## config.mk

```make
export PLATFORM = sky130hd
export DESIGN_NAME = pae_exec_unit
export DESIGN_NICKNAME = d
export VERILOG_FILES = /design/src/rtl/pae_pkg.sv /design/src/rtl/pae_decode.sv /design/src/rtl/pae_divider.sv /design/src/rtl/pae_arith.sv /design/src/rtl/pae_exec_unit.sv
export SDC_FILE = /design/constraint.sdc
export NUM_CORES = 2
export LEC_CHECK = 0
export BUFFER_PORTS_ARGS = -buffer_cell sky130_fd_sc_hd__buf_2
export CORE_AREA = 2 2 272 328
export CTS_BUF_LIST = sky130_fd_sc_hd__clkbuf_16
export CTS_CLUSTER_SIZE = 16
export DETAILED_ROUTE_END_ITERATION = 10
export DIE_AREA = 0 0 274 330
export PLACE_DENSITY = 0.5
export SETUP_SLACK_MARGIN = 0.1
export SYNTH_ARGS = -nofsm -noshare
export SYNTH_HDL_FRONTEND = slang
export SYNTH_SLANG_ARGS = --single-unit
```

## constraint.sdc

```tcl
create_clock -name clk -period 54.4 [get_ports clk]
set_input_delay 10.88 -clock clk [delete_from_list [all_inputs] [get_ports clk]]
set_output_delay 10.88 -clock clk [all_outputs]
set_load 0.005 [all_outputs]
```

## src/rtl/pae_pkg.sv

```systemverilog
package pae_pkg;
    localparam int DATA_W   = 16;
    localparam int IDX_W    = 5;
    localparam int OPC_W    = 4;
    localparam int GRP_W    = 4;
    localparam logic [GRP_W-1:0] GRP_ARITH = 4'd1;
    localparam logic [IDX_W-1:0] PC_IDX    = {IDX_W{1'b1}};

    // first-word field positions
    localparam int W0_GRP_LO = 8;
    localparam int W0_SGN    = 7;
    localparam int W0_CHK    = 6;
    localparam int W0_FSEL   = 5;
    localparam int W0_INV    = 4;
    // second-word field positions
    localparam int W1_SA_LO  = 11;
    localparam int W1_SB_LO  = 6;
    localparam int W1_DST_LO = 1;

    typedef enum logic [1:0] {
        K_ADD = 2'd0,
        K_SUB = 2'd1,
        K_MUL = 2'd2,
        K_DIV = 2'd3
    } arith_kind_e;

    typedef struct packed {
        logic              hit;
        logic              illegal;
        arith_kind_e       kind;
        logic              is_signed;
        logic              check;
        logic              flag_b;
        logic              invert;
        logic [IDX_W-1:0]  src_a;
        logic [IDX_W-1:0]  src_b;
        logic [IDX_W-1:0]  dst;
    } ctrl_t;

    typedef struct packed {
        logic [DATA_W-1:0] value;
        logic              ovf;
        logic              div_zero;
    } arith_res_t;

    function automatic logic [DATA_W-1:0] magnitude(input logic [DATA_W-1:0] v);
        return v[DATA_W-1] ? (~v + 1'b1) : v;
    endfunction

    function automatic logic fits_signed(input logic [2*DATA_W-1:0] p);
        return (p[2*DATA_W-1:DATA_W-1] == '0) || (p[2*DATA_W-1:DATA_W-1] == '1);
    endfunction
endpackage

```

## src/rtl/pae_decode.sv

```systemverilog
module pae_decode
    import pae_pkg::*;
(
    input  logic              valid,
    input  logic [DATA_W-1:0] w0,
    input  logic [DATA_W-1:0] w1,
    output ctrl_t             ctrl
);
    logic [GRP_W-1:0] grp;
    logic [OPC_W-1:0] opc;

    always_comb begin
        grp            = w0[W0_GRP_LO +: GRP_W];
        opc            = w0[OPC_W-1:0];
        ctrl.hit       = valid && (grp == GRP_ARITH);
        ctrl.illegal   = (opc > OPC_W'(3));
        ctrl.kind      = arith_kind_e'(opc[1:0]);
        ctrl.is_signed = w0[W0_SGN];
        ctrl.check     = w0[W0_CHK];
        ctrl.flag_b    = w0[W0_FSEL];
        ctrl.invert    = w0[W0_INV];
        ctrl.src_a     = w1[W1_SA_LO  +: IDX_W];
        ctrl.src_b     = w1[W1_SB_LO  +: IDX_W];
        ctrl.dst       = w1[W1_DST_LO +: IDX_W];
    end
endmodule

```

## src/rtl/pae_divider.sv

```systemverilog
module pae_divider
    import pae_pkg::*;
(
    input  logic              is_signed,
    input  logic [DATA_W-1:0] num,
    input  logic [DATA_W-1:0] den,
    output logic [DATA_W-1:0] quo,
    output logic              ovf,
    output logic              zero
);
    logic [DATA_W-1:0] n_mag, d_mag, q_mag;
    logic              neg;

    always_comb begin
        zero  = (den == '0);
        n_mag = is_signed ? magnitude(num) : num;
        d_mag = is_signed ? magnitude(den) : den;
        neg   = is_signed && (num[DATA_W-1] ^ den[DATA_W-1]);
        q_mag = zero ? '0 : (n_mag / d_mag);
        quo   = neg ? (~q_mag + 1'b1) : q_mag;
        // only the most negative value divided by minus one leaves the range
        ovf   = is_signed && !zero &&
                (num == {1'b1, {(DATA_W-1){1'b0}}}) && (den == '1);
    end
endmodule

```

## src/rtl/pae_arith.sv

```systemverilog
module pae_arith
    import pae_pkg::*;
(
    input  ctrl_t             ctrl,
    input  logic [DATA_W-1:0] a,
    input  logic [DATA_W-1:0] b,
    output arith_res_t        res
);
    localparam int MSB = DATA_W - 1;

    logic [DATA_W:0]     sum_x;
    logic [DATA_W-1:0]   diff;
    logic [2*DATA_W-1:0] prod_u, prod_s;
    logic [DATA_W-1:0]   quo;
    logic                div_ovf, div_zero;
    logic                add_ovf, sub_ovf, mul_ovf;

    pae_divider u_div (
        .is_signed (ctrl.is_signed),
        .num       (a),
        .den       (b),
        .quo       (quo),
        .ovf       (div_ovf),
        .zero      (div_zero)
    );

    always_comb begin
        sum_x  = {1'b0, a} + {1'b0, b};
        diff   = a - b;
        prod_u = {{DATA_W{1'b0}}, a} * {{DATA_W{1'b0}}, b};
        prod_s = $unsigned($signed({{DATA_W{a[MSB]}}, a}) * $signed({{DATA_W{b[MSB]}}, b}));

        if (ctrl.is_signed) begin
            add_ovf = (a[MSB] == b[MSB]) && (sum_x[MSB] != a[MSB]);
            sub_ovf = (a[MSB] != b[MSB]) && (diff[MSB] != a[MSB]);
            mul_ovf = !fits_signed(prod_s);
        end else begin
            add_ovf = sum_x[DATA_W];
            sub_ovf = (a < b);
            mul_ovf = (prod_u[2*DATA_W-1:DATA_W] != '0);
        end

        res.div_zero = 1'b0;
        unique case (ctrl.kind)
            K_ADD: begin res.value = sum_x[DATA_W-1:0]; res.ovf = add_ovf; end
            K_SUB: begin res.value = diff;              res.ovf = sub_ovf; end
            K_MUL: begin
                res.value = ctrl.is_signed ? prod_s[DATA_W-1:0] : prod_u[DATA_W-1:0];
                res.ovf   = mul_ovf;
            end
            default: begin
                res.value    = quo;
                res.ovf      = div_ovf || div_zero;
                res.div_zero = div_zero;
            end
        endcase
    end
endmodule

```

## src/rtl/pae_exec_unit.sv

```systemverilog
module pae_exec_unit
    import pae_pkg::*;
#(
    parameter int DW = DATA_W,
    parameter int IW = IDX_W
) (
    input  logic          clk,
    input  logic          rst,
    input  logic          in_valid,
    input  logic [DW-1:0] instr_w0,
    input  logic [DW-1:0] instr_w1,
    input  logic [DW-1:0] opnd_a,
    input  logic [DW-1:0] opnd_b,
    output logic          res_valid,
    output logic          res_we,
    output logic [IW-1:0] res_idx,
    output logic [DW-1:0] res_data,
    output logic          flg_we,
    output logic          flg_sel,
    output logic          flg_val,
    output logic          halt_req
);
    ctrl_t      ctrl;
    arith_res_t ares;
    logic       legal;

    pae_decode u_dec (
        .valid (in_valid),
        .w0    (instr_w0),
        .w1    (instr_w1),
        .ctrl  (ctrl)
    );

    pae_arith u_alu (
        .ctrl (ctrl),
        .a    (opnd_a),
        .b    (opnd_b),
        .res  (ares)
    );

    assign legal = ctrl.hit && !ctrl.illegal;

    always_ff @(posedge clk) begin
        if (rst) begin
            res_valid <= 1'b0;
            res_we    <= 1'b0;
            res_idx   <= '0;
            res_data  <= '0;
            flg_we    <= 1'b0;
            flg_sel   <= 1'b0;
            flg_val   <= 1'b0;
            halt_req  <= 1'b0;
        end else begin
            res_valid <= ctrl.hit;
            res_we    <= legal && !ares.div_zero && (ctrl.dst != PC_IDX);
            res_idx   <= ctrl.dst;
            res_data  <= ares.value ^ {DW{ctrl.invert}};
            flg_we    <= legal && ctrl.check;
            flg_sel   <= ctrl.flag_b;
            flg_val   <= ares.ovf;
            halt_req  <= ctrl.hit && ctrl.illegal;
        end
    end

    AST_GATED_BY_VALID: assert property (@(posedge clk) disable iff (rst)
        !res_valid |-> (!res_we && !flg_we && !halt_req));

    AST_ONE_CYCLE: assert property (@(posedge clk) disable iff (rst)
        (in_valid && instr_w0[W0_GRP_LO +: GRP_W] == GRP_ARITH) |=> res_valid);

    AST_CHECK_OFF_QUIET: assert property (@(posedge clk) disable iff (rst)
        (in_valid && !instr_w0[W0_CHK]) |=> !flg_we);

    AST_PC_PROTECTED: assert property (@(posedge clk) disable iff (rst)
        res_we |-> (res_idx != PC_IDX));

    AST_ILLEGAL_QUIET: assert property (@(posedge clk) disable iff (rst)
        halt_req |-> (!res_we && !flg_we));

    AST_DIV_ZERO_NO_WRITE: assert property (@(posedge clk) disable iff (rst)
        (in_valid && instr_w0[3:0] == 4'd3 && opnd_b == '0) |=> !res_we);
endmodule

```

==> results by group <==
Die
  • Num ports: 94
  • Die Wd: 274 um
  • Core area: 87,250 um2
  • Starting Density: 29.75%
  • Core Rows: 119
  • Die area: 90,420 um2
  • Die Y: 330 um

Routing
  • Pre-antenna DRT Iters: 5
  • Remaining DRCs: 0
  • Drt initial violations: 1,458
  • Final ANT Viol Nets: 0
  • Via count: 23,080
  • Vias per cell: 5.288
  • WL/cell: 20.77 um
  • Final wirelength: 90,640 um

CTS
  • Clock buffer depth: 2
  • CTS Buf Count: 3
  • Clk sink count: 27
  • # H-tree levels: 1
  • Setup bufs post-CTS: 0
  • Clock slew at reported path FFs: 110 ps
  • CTS Hold Bufs: 0
  • Root buffer cell: clkbuf_16
  • Post-cts sizing count: 0
  • TritonCTS clock tree: built

Worst setup path
  • Worst Path Required: 54,550 ps
  • Top fanout value on the critical path: 21
  • Crit. End Element: register
  • CP Launch Point: opnd_b[4]
  • CP Class: in -> reg
  • Critical path's slowest cell: a2111oi_0
  • Worst path arrival time: 50,190 ps
  • Crit path top cell by count: ha_1
  • Largest stage delay on the critical path: 1070 ps
  • CP startpoint kind: input port

Global routing
  • Antenna violations before repair: 5
  • Largest net degree at the start of global routing: 38
  • Met3 global-route usage: 1.577%
  • Vias in the first global route: 23,340
  • First-pass GRT wire length: 138,800 um
  • Tot GR Track Use: 19.97%
  • GR Layer Usage met2: 35.08%
  • Grt total ovfl: 0
  • GR peak layer: met2
  • Met1 Resource Use GR: 26.09%

Yosys
  • Mean Syn Cell Area: 8.066 um2
  • Number of synthesized flops with an enable pin: 0
  • Dominant synthesized flop cell: dfxtp_1
  • Ys Warns: 0
  • Seq/Total Area, Yosys: 2.082%
  • Yosys reg bits: 27
  • Post-synthesis cell type count: 99
  • Async SR Flop Fraction: 0%
  • Mapped Nets: 3,979
  • Mapped Cells: 3,218
  • Mapped Area: 25,960 um2

Timing
  • Period utilisation layout: 91.99%
  • Hold Fails Final Rpt: 0
  • Final Critical Period: 50,040 ps
  • Setup violators final: 0
  • Setup TNS after final layout: 0 ps
  • Worst slew margin: 18.49%
  • Setup ws final: 4358 ps
  • Worst-Margin Slew: 1192 ps
  • Final Max Slew Viols: 0
  • Fmax: 0.01998 GHz
  • RSZ-0062 raised after global routing: no

Cells and area
  • Layout area overhead: 6.609%
  • NumNets Final: 3,977
  • Share of post-route cells with drive strength above 1: 6.470%
  • # fillers: 9,495
  • Design area: 27,670 um2

Hold path
  • Hold WC Path Type: in -> reg
  • HP Start: instr_w0[5]

Placed design
  • Port-buffer cells: 78
  • GP Congestion: 0.9065
  • Setup WS pre-CTS: 4685 ps
  • Dpl cell area: 27,590 um2
  • Detail Placement HPWL: 73,440 um

Outcome
  • Status: complete, no violations

Flow run
  • Max Cap Violations: 0
-- state kept, by name (all words and copies together) (netlist names) --
signal and flops:
flg_we 1, halt_req 1, res_valid 1, flg_val 1, res_we 1, res_idx 5
flg_sel 1, res_data 16
-- layer usage --
metal  share of wire, %  wire (um)
met5              0.041         37
met4                3.4       3059
met3                5.0       4556
met2                 49      44150
met1                 43      38830
-- final timing paths --
check | to | slack, ps | depth (start not counted)
min | flg_sel | 10780 | 2
max | res_data[14] | 4360 | 129
-- through the flow --
stage | util (%) | std cells | hold slack (ps)
CTS | 31.71 | 4364 | 10780
floorplan | - | 3218 | 10950
detailed placement | 31.62 | 4360 | 11090
global placement | 31.62 | 4360 | 11090
finish | 31.72 | 4365 | 10780
global route | 31.71 | 4364 | 10810
-- cells in the mapped netlist, drive strengths merged (11+ instances only) --
library cell    n  area share (%)
o21a           57             1.6
a21boi         12            0.39
nor2          219             3.2
a2111oi        11            0.37
and2          142             3.4
nor2b          32            0.77
fa            368              28
mux2i          40             1.5
o22ai          17            0.41
o2111ai        13            0.46
nor3           76             1.5
nand3          53             1.0
a31oi          36            0.95
xnor2          99             3.4
a21oi         157             3.0
xor2           56             1.9
inv           529             7.6
dfxtp          27             2.1
o21ai         128             2.5
mux2           30             1.3
o31ai          29            0.86
nand2b         22            0.53
ha            326              16
a21o           46             1.3
or2            22            0.53
nand2         235             3.4
clkbuf         98             1.4
buf            19            0.40
and3           27            0.65
o221ai         12            0.40
o211ai         28            0.83
nor4           27            0.84
a211oi         25            0.72
or3            21            0.51
nand4          24            0.58
or4            11            0.33
-- kinds of logic (layout without fill, tap and decap cells) --
group,Yosys count,count (layout),synth area share (%)
flops,27,27,2.082
mux,71,71,2.931
compound gates,674,674,17.55
fa+ha+maj,694,694,44.10
xor+xnor,155,155,5.317
other cells,0,1,0
buf+inv,648,645,9.491
simple gates,949,949,18.53
-- cells in the final DEF, fill, tap and decap left out, drive strengths merged, types with 28 or more instances in the layout --
cell / instances
a21o: 46
a21oi: 157
a31oi: 36
and2: 142
buf: 110
fa: 368
ha: 326
inv: 529
mux2: 30
mux2i: 40
nand2: 235
nand3: 53
nor2: 219
nor2b: 32
nor3: 76
o211ai: 28
o21a: 57
o21ai: 128
o31ai: 29
xnor2: 99
xor2: 56
-- final cells by class --
type	count	area (um2)	share of cell area, %
antenna	1	2.502	0.009043
clock buffer	3	75.07	0.2713
clock inverter	1	7.507	0.02713
inverter	531	1993	7.203
multi-input combinational	2543	22990	83.06
sequential	27	540.5	1.953
tap	1149	1438	5.195
timing repair buffer	110	630.6	2.279
-- critical path: cells and delay by family --
| family | cells | cell delay [ps] |
|---|---|---|
| mux | 7 | 2460 |
| fa+ha+maj | 16 | 5110 |
| compound gates | 56 | 15480 |
| buf+inv | 6 | 720 |
| xor+xnor | 1 | 690 |
| simple gates | 43 | 14720 |
Power is left out: the tool's default activity adds up to more than one toggle a clock period on the data nets, which glitch-free logic cannot reach.
